--- config.mk ---
export PLATFORM = sky130hd
export DESIGN_NAME = sram_early_slave
export DESIGN_NICKNAME = d
export VERILOG_FILES = /design/src/rtl/sram_es_pkg.sv /design/src/rtl/sram_es_latch.sv /design/src/rtl/sram_es_seq.sv /design/src/rtl/sram_es_hold.sv /design/src/rtl/sram_early_slave.sv
export SDC_FILE = /design/constraint.sdc
export NUM_CORES = 1
export LEC_CHECK = 0
export ABC_AREA = 0
export CAP_MARGIN = 20
export CORE_AREA = 2 2 131 69
export DETAILED_ROUTE_END_ITERATION = 16
export DIE_AREA = 0 0 133 71
export GPL_TIMING_DRIVEN = 1
export PLACE_DENSITY = 0.92
export SLEW_MARGIN = 25
export SYNTH_ARGS = -nofsm -noshare
export SYNTH_HDL_FRONTEND = slang
export SYNTH_SLANG_ARGS = --single-unit
--- constraint.sdc ---
create_clock -name clk -period 2.3 [get_ports clk]
set_input_delay 0.345 -clock clk [delete_from_list [all_inputs] [get_ports clk]]
set_output_delay 0.345 -clock clk [all_outputs]
set_load 0.01 [all_outputs]
--- src/rtl/sram_es_pkg.sv ---
package sram_es_pkg;
   typedef enum logic {
      OP_WR = 1'b0,
      OP_RD = 1'b1
   } op_e;
endpackage

--- src/rtl/sram_es_latch.sv ---
// Address and write-data holding registers, loaded on command acceptance.
module sram_es_latch #(
   parameter int ADDR_W = 18,
   parameter int DATA_W = 32
) (
   input  logic              clk,
   input  logic              rst_n,
   input  logic              load,
   input  logic [ADDR_W-1:0] addr_i,
   input  logic [DATA_W-1:0] data_i,
   output logic [ADDR_W-1:0] addr_o,
   output logic [DATA_W-1:0] data_o
);
   always_ff @(posedge clk or negedge rst_n) begin
      if (!rst_n) begin
         addr_o <= '0;
         data_o <= '0;
      end else if (load) begin
         addr_o <= addr_i;
         data_o <= data_i;
      end
   end
endmodule

--- src/rtl/sram_es_seq.sv ---
// Access sequencer: remaining-cycle counter and registered RAM strobes.
module sram_es_seq
   import sram_es_pkg::*;
#(
   parameter int CNT_W     = 2,
   parameter int RD_CYCLES = 3,
   parameter int WR_CYCLES = 3
) (
   input  logic             clk,
   input  logic             rst_n,
   input  logic             req_rd,
   input  logic             req_wr,
   output logic             accept,
   output logic             capture,
   output logic [CNT_W-1:0] cnt,
   output logic             ncs,
   output logic             noe,
   output logic             nwe,
   output logic             den
);
   localparam logic [CNT_W-1:0] RD_LOAD = CNT_W'(RD_CYCLES - 1);
   localparam logic [CNT_W-1:0] WR_LOAD = CNT_W'(WR_CYCLES - 1);
   localparam logic [CNT_W-1:0] ONE     = CNT_W'(1);
   localparam logic [CNT_W-1:0] TWO     = CNT_W'(2);

   generate
      if (RD_CYCLES < 2 || RD_CYCLES - 1 >= (1 << CNT_W)) begin : g_bad_rd
         $error("RD_CYCLES must be at least 2 and fit the counter");
      end
      if (WR_CYCLES < 3 || WR_CYCLES - 1 >= (1 << CNT_W)) begin : g_bad_wr
         $error("WR_CYCLES must be at least 3 and fit the counter");
      end
   endgenerate

   op_e op_q;
   logic is_rd;

   assign is_rd   = req_rd;                       // read wins over write
   assign accept  = (req_rd | req_wr) && (cnt == '0);
   assign capture = (op_q == OP_RD) && (cnt == ONE);

   always_ff @(posedge clk or negedge rst_n) begin
      if (!rst_n) begin
         cnt  <= '0;
         op_q <= OP_WR;
         ncs  <= 1'b1;
         noe  <= 1'b1;
         nwe  <= 1'b1;
         den  <= 1'b0;
      end else if (accept) begin
         op_q <= is_rd ? OP_RD : OP_WR;
         cnt  <= is_rd ? RD_LOAD : WR_LOAD;
         ncs  <= 1'b0;
         noe  <= !is_rd;
         nwe  <= is_rd;
         den  <= !is_rd;
      end else if (cnt != '0) begin
         cnt <= cnt - ONE;
         if (cnt == TWO) nwe <= 1'b1;
         if (cnt == ONE) begin
            ncs <= 1'b1;
            noe <= 1'b1;
            nwe <= 1'b1;
            den <= 1'b0;
         end
      end
   end
endmodule

--- src/rtl/sram_es_hold.sv ---
// Read-result register: loads only when a read completes, holds otherwise.
module sram_es_hold #(
   parameter int DATA_W = 32
) (
   input  logic              clk,
   input  logic              rst_n,
   input  logic              capture,
   input  logic [DATA_W-1:0] din,
   output logic [DATA_W-1:0] dout
);
   always_ff @(posedge clk or negedge rst_n) begin
      if (!rst_n)       dout <= '0;
      else if (capture) dout <= din;
   end
endmodule

--- src/rtl/sram_early_slave.sv ---
module sram_early_slave #(
   parameter int ADDR_W    = 18,
   parameter int DATA_W    = 32,
   parameter int CNT_W     = 2,
   parameter int RD_CYCLES = 3,
   parameter int WR_CYCLES = 3
) (
   input  logic              clk,
   input  logic              rst_n,
   input  logic              cmd_rd,
   input  logic              cmd_wr,
   input  logic [ADDR_W-1:0] cmd_addr,
   input  logic [DATA_W-1:0] cmd_wdata,
   output logic [DATA_W-1:0] rd_data,
   output logic [CNT_W-1:0]  rdy_cnt,
   output logic [ADDR_W-1:0] sram_addr,
   output logic [DATA_W-1:0] sram_dout,
   output logic              sram_dout_en,
   input  logic [DATA_W-1:0] sram_din,
   output logic              sram_ncs,
   output logic              sram_noe,
   output logic              sram_nwe
);
   generate
      if (ADDR_W < 1 || DATA_W < 1) begin : g_bad_w
         $error("ADDR_W and DATA_W must be positive");
      end
   endgenerate

   logic accept;
   logic capture;

   sram_es_seq #(
      .CNT_W(CNT_W), .RD_CYCLES(RD_CYCLES), .WR_CYCLES(WR_CYCLES)
   ) i_seq (
      .clk(clk), .rst_n(rst_n), .req_rd(cmd_rd), .req_wr(cmd_wr),
      .accept(accept), .capture(capture), .cnt(rdy_cnt),
      .ncs(sram_ncs), .noe(sram_noe), .nwe(sram_nwe), .den(sram_dout_en)
   );

   sram_es_latch #(.ADDR_W(ADDR_W), .DATA_W(DATA_W)) i_latch (
      .clk(clk), .rst_n(rst_n), .load(accept),
      .addr_i(cmd_addr), .data_i(cmd_wdata),
      .addr_o(sram_addr), .data_o(sram_dout)
   );

   sram_es_hold #(.DATA_W(DATA_W)) i_hold (
      .clk(clk), .rst_n(rst_n), .capture(capture),
      .din(sram_din), .dout(rd_data)
   );

   AST_ADDR_HOLD: assert property (@(posedge clk) disable iff (!rst_n)
      (rdy_cnt != '0) |=> ($stable(sram_addr) && $stable(sram_dout)));

   AST_CNT_STEP: assert property (@(posedge clk) disable iff (!rst_n)
      (rdy_cnt != '0) |=> (rdy_cnt == CNT_W'($past(rdy_cnt) - 1'b1)));

   AST_CS_BUSY: assert property (@(posedge clk) disable iff (!rst_n)
      ((rdy_cnt != '0) == !sram_ncs));

   AST_STROBE_EXCL: assert property (@(posedge clk) disable iff (!rst_n)
      !(!sram_noe && !sram_nwe));

   AST_NWE_EARLY: assert property (@(posedge clk) disable iff (!rst_n)
      $rose(sram_nwe) |-> (rdy_cnt == CNT_W'(1)));

   AST_RDATA_HOLD: assert property (@(posedge clk) disable iff (!rst_n)
      (rdy_cnt != CNT_W'(1)) |=> $stable(rd_data));
endmodule

-- Yosys cells after proc, flatten, opt, wreduce, memory -nomap -nowiden
Index checks and enable logic that the tools add are counted.
- latch bits: 0
- memory bits (read-only): 0
- register bits: 89
- bits in writable memories: 0
- output and inout bits: 88
- memories: 0
- divide/modulo/power cells: 0
- muxes and demuxes: 14
- eq/ne operators: 2
- reductions and logical operators: 10
- bitwise gates (word level): 1
- add/subtract/negate cells: 1
- multiply operators: 0
- order comparisons: 0
- shifts and indexed selects: 0
- operators with widths (operator ; number):
    2-to-1 mux 1 bit ; 12
    nonzero test 2 bit ; 3
    2-to-1 mux 2 bit ; 2
    AND reduction 2 bit ; 2
    nonzero test 3 bit ; 1
    == test 2 x 1 -> 1 bit, second input constant ; 1
    == test 2 bit, second input constant ; 1
    logical AND 1 bit ; 2
    zero test 2 bit ; 1
    subtractor 2 x 1 -> 2 bit, second input constant ; 1
    zero test 1 bit ; 1
    bitwise OR 1 bit ; 1

-- Logic depth before layout (Yosys ltp)
- depth after elaboration: 5
- depth in mapped cells: 5

-- By module
Synthesis repeated with hierarchy kept, for this count alone.
- cell total of the unflattened synthesis: 207
- area total of the unflattened synthesis: 3839.9 sq um
- by module, submodules not included (module ; cells each ; area each (sq um) ; times used):
    sram_es_latch ; 106 ; 2113.3 ; 1
    sram_es_hold ; 68 ; 1345.0 ; 1
    sram_es_seq ; 33 ; 381.6 ; 1

-- Worst setup path before layout
Ideal clock, no wire load.
- path kind: register -> register
- start point: register i_seq.cnt[0]
- end point: register i_hold.dout[0]
- period minus slack after synthesis: 1.488 ns
- data required time: 2.175 ns
- setup slack: 0.812 ns
- stages on the path, launching flop included: 5
- data arrival time: 1.363 ns
- cells stage by stage: dfrtp_1 > ha_1 > nand2_1 > buf_2 > mux2_2
- cells in the longest elaborated chain, start to end: 2
- ends and longest elaborated chain (what ; line ; RTL):
    from (decl) ; sram_es_seq.sv:15 ; output logic [CNT_W-1:0] cnt,
    from (signal assigned) ; sram_es_seq.sv:52 ; cnt <= is_rd ? RD_LOAD : WR_LOAD;
    from (signal assigned) ; sram_es_seq.sv:58 ; cnt <= cnt - ONE;
    == test 2 x 1 -> 1 bit ; sram_es_seq.sv:40 ; assign capture = (op_q == OP_RD) && (cnt == ONE);
    logical AND 1 bit ; sram_es_seq.sv:40 ;
    to (signal assigned) ; sram_es_hold.sv:13 ; else if (capture) dout <= din;
    to (decl) ; sram_es_hold.sv:9 ; output logic [DATA_W-1:0] dout
Every way passes these cells.
A chain may end at the register's enable or synchronous reset.

-- Worst setup path in the final report
- start point: register i_seq.cnt[0]
- end point: register i_latch.data_o[16]
- cells in the longest elaborated chain, start to end: 2
- ends and longest elaborated chain (what ; line ; RTL):
    zero test 2 bit ; sram_es_seq.sv:39 ; assign accept = (req_rd | req_wr) && (cnt == '0);
    logical AND 1 bit ; sram_es_seq.sv:39 ;
    to (signal assigned) ; sram_es_latch.sv:20 ; data_o <= data_i;
    to (decl) ; sram_es_latch.sv:12 ; output logic [DATA_W-1:0] data_o
Every way passes these cells.

==> metrics <==
Synth warnings=0; Worst-Margin Slew=524 ps; Worst slew margin=65.1%; io pins=174; Avg Synthesized Cell Area=17.5 sq um; post-synth top area share=60.0%; WL/cell=16.4 microns; Design Area, Final=approximately 5800 sq um; row count=24; Power Density=1500 nW/um^2; Clock Tree Buf Depth=2; compound-cell area share of the yosys netlist=1.99%; first-pass GRT wire length=13500 microns; Post-Place Setup Slack=~350 ps; initial core utilization=42.8%; half-perimeter wire length after placement=6080 microns; critical path class=register to register; delay-heaviest family, CP=flip-flops; ant diodes=0; CP max stage cell=dfrtp_1; CTS tree=done; CTS Sinks=89; Layout Utilization=69.1%; synth top area cells=dfrtp_1, mux2_4, mux2_2; Max IR drop VDD=around 0.00094 V; Vias=2316; mux cell area share after synthesis=31.2%; CP Data Arrival Time=between 2000 and 2500 ps; Crit Path Max Fanout=50; root buf cell=clkbuf_16; largest net degree at the start of global routing=51; final-report max-slew violation count=0; vias per inst=4.58; Leakage Power=0.00258 uW; Post-Route M1 WL=slightly below 4000 microns; final worst slack=498 ps; Post-Synth XOR/XNOR Area=0%; H-tree Lvls=3; hold slack=499 ps; Area after DPL=5440 sq um; main combinational cell family by area after synthesis=multiplexers; skew final=5.14 ps; routed wl met2=3780 microns; CP startpoint=i_seq.cnt[0]; RSZ-0062 raised after global routing=false; # setup viols final=0; DR pass1 iterations=4; Tmin final=around 1800 ps; Seq/Total Area, Yosys=between 60% and 70%; Die H=71 microns; Die X-Extent=~130 microns; highest metal used=met4; max_cap viols=0; drt total wl=between 8000 and 9000 microns; hold-fix buffers at CTS=1; routed wl met3=530 microns; area delta synth->final=61.3%; # DRC=0; DIE AREA=9440 sq um; FMAX=555 MHz; Cell variety after synth=23; total CTS buffers=9; most frequent cells in the layout=clkdlybuf4s50_1, dfrtp_1, mux2_4; I/O Buffers=173; Critical Path, Cell by Cell=inv_1 > ha_1 > o21ai_4 > buf_12 > mux2_4; Startpoint Class=register; hold path startpoint=i_seq.ncs; Syn Nets=293; clock-pin slew on the worst setup and hold paths=70 ps; Yosys top cell by area=dfrtp_1; Post-Synthesis Cell Area=3590 sq um; GRT overflow=0; setup bufs post-CTS=0; Total Routing Usage GR=18.8%; Final #Nets=approximately 470; CORE AREA=between 8000 and 9000 sq um; CP Data Required Time=2520 ps; layout cell share with drive strength beyond 1=between 20 and 30%; ANT nets after route=0; Crit. End Element=register; max incr delay on CP=420 ps; commonest non-fill, non-tap cell in the layout=clkdlybuf4s50_1; TNS Setup=0 ps; Simple-Gate Fraction of Synth Area=1.46%; vias in the first global route=around 2600; initial antenna violation count=0; GPL Wtd Cong=0.739; synthesized flop and latch total=89; Starting DRT DRC Count=57; outcome=finished clean; Post-Syn Instances=205; clk_lat worst skew=330 ps; adder-cell share of the synthesized area=less than 1%; Final Hold Viols=0; CP bufs+invs=2; crit share post-route=78.4%; worst r2r src=i_seq.cnt[0]; Hold/Removal Path Class=register to register; post_cts resized=0
-- metal layers --
| layer | vias to the layer above | GRT usage [%] |
|---|---|---|
| met5 | - | 0 |
| met4 | 0 | 7.77 |
| li1 | 1073 | - |
| met2 | 103 | 28.9 |
| met1 | 1130 | 25.1 |
| met3 | 10 | 5.95 |
-- state kept, by name, summed over array words and instances, names as in the netlist --
signal,count
i_hold.dout,32
i_seq.noe,1
i_seq.op_q,1
i_latch.addr_o,18
i_seq.den,1
i_seq.ncs,1
i_latch.data_o,32
i_seq.nwe,1
i_seq.cnt,2
-- cells in the mapped netlist, drive strengths merged --
master,number
mux2,82
a31oi,1
dfstp,3
buf,9
or2,1
mux2i,1
o21bai,1
a22o,1
nand2b,1
ha,2
nand2,2
o2bb2ai,1
nor3,2
a21o,1
dfrtp,86
nor3b,1
inv,3
nor2,4
a32o,1
o21ai,1
a21oi,1
-- logic make-up (layout without fill, tap and decap cells) --
| kind of cell | after synthesis | count (layout) |
|---|---|---|
| fa+ha+maj | 2 | 2 |
| simple gates | 11 | 11 |
| mux | 83 | 83 |
| compound gates | 8 | 8 |
| flops | 89 | 89 |
| buf+inv | 12 | 196 |
-- worst reg2reg max path, cell delays in order (launching register included) --
cell and delay [ps]:
dfrtp_1 420, inv_1 60, ha_1 350, o21ai_4 130, buf_12 360, mux2_4 370
-- stage by stage --
stage / instances / power [uW]
3_3_place_gp: 489 / 6870
4_1_cts: 506 / 8750
5_1_grt: 506 / 9120
6_report: 506 / 8660
2_1_floorplan: 205 / 4960
3_5_place_dp: 489 / 7020
-- power breakdown --
part           internal [uW]  switching (uW)
clock                   1060             610
combinational           2690            1400
sequential              2410             488
-- final cells by class --
type / instances / area [sq um]
Fill cell: 533 / 2590
Sequential cell: 89 / 2230
Timing Repair Buffer: 177 / 1790
Multi-Input combinational cell: 104 / 1270
Clock buffer: 9 / 225
Tap cell: 117 / 146
Clock inverter: 7 / 118
Inverter: 3 / 11.3
-- worst paths after layout --
check | endpoint | slack (ps) | cells after the start
worst max-delay path | i_latch.data_o[16] | 500 | 5
worst min-delay path | i_seq.ncs | 500 | 1
worst max register to register | i_latch.data_o[16] | 500 | 5
worst min register to register | i_seq.ncs | 500 | 1
max in group asynchronous | i_seq.nwe | 1070 | 3
min in group asynchronous | i_latch.data_o[17] | 530 | 2
Power figures use the tool's default switching activity.
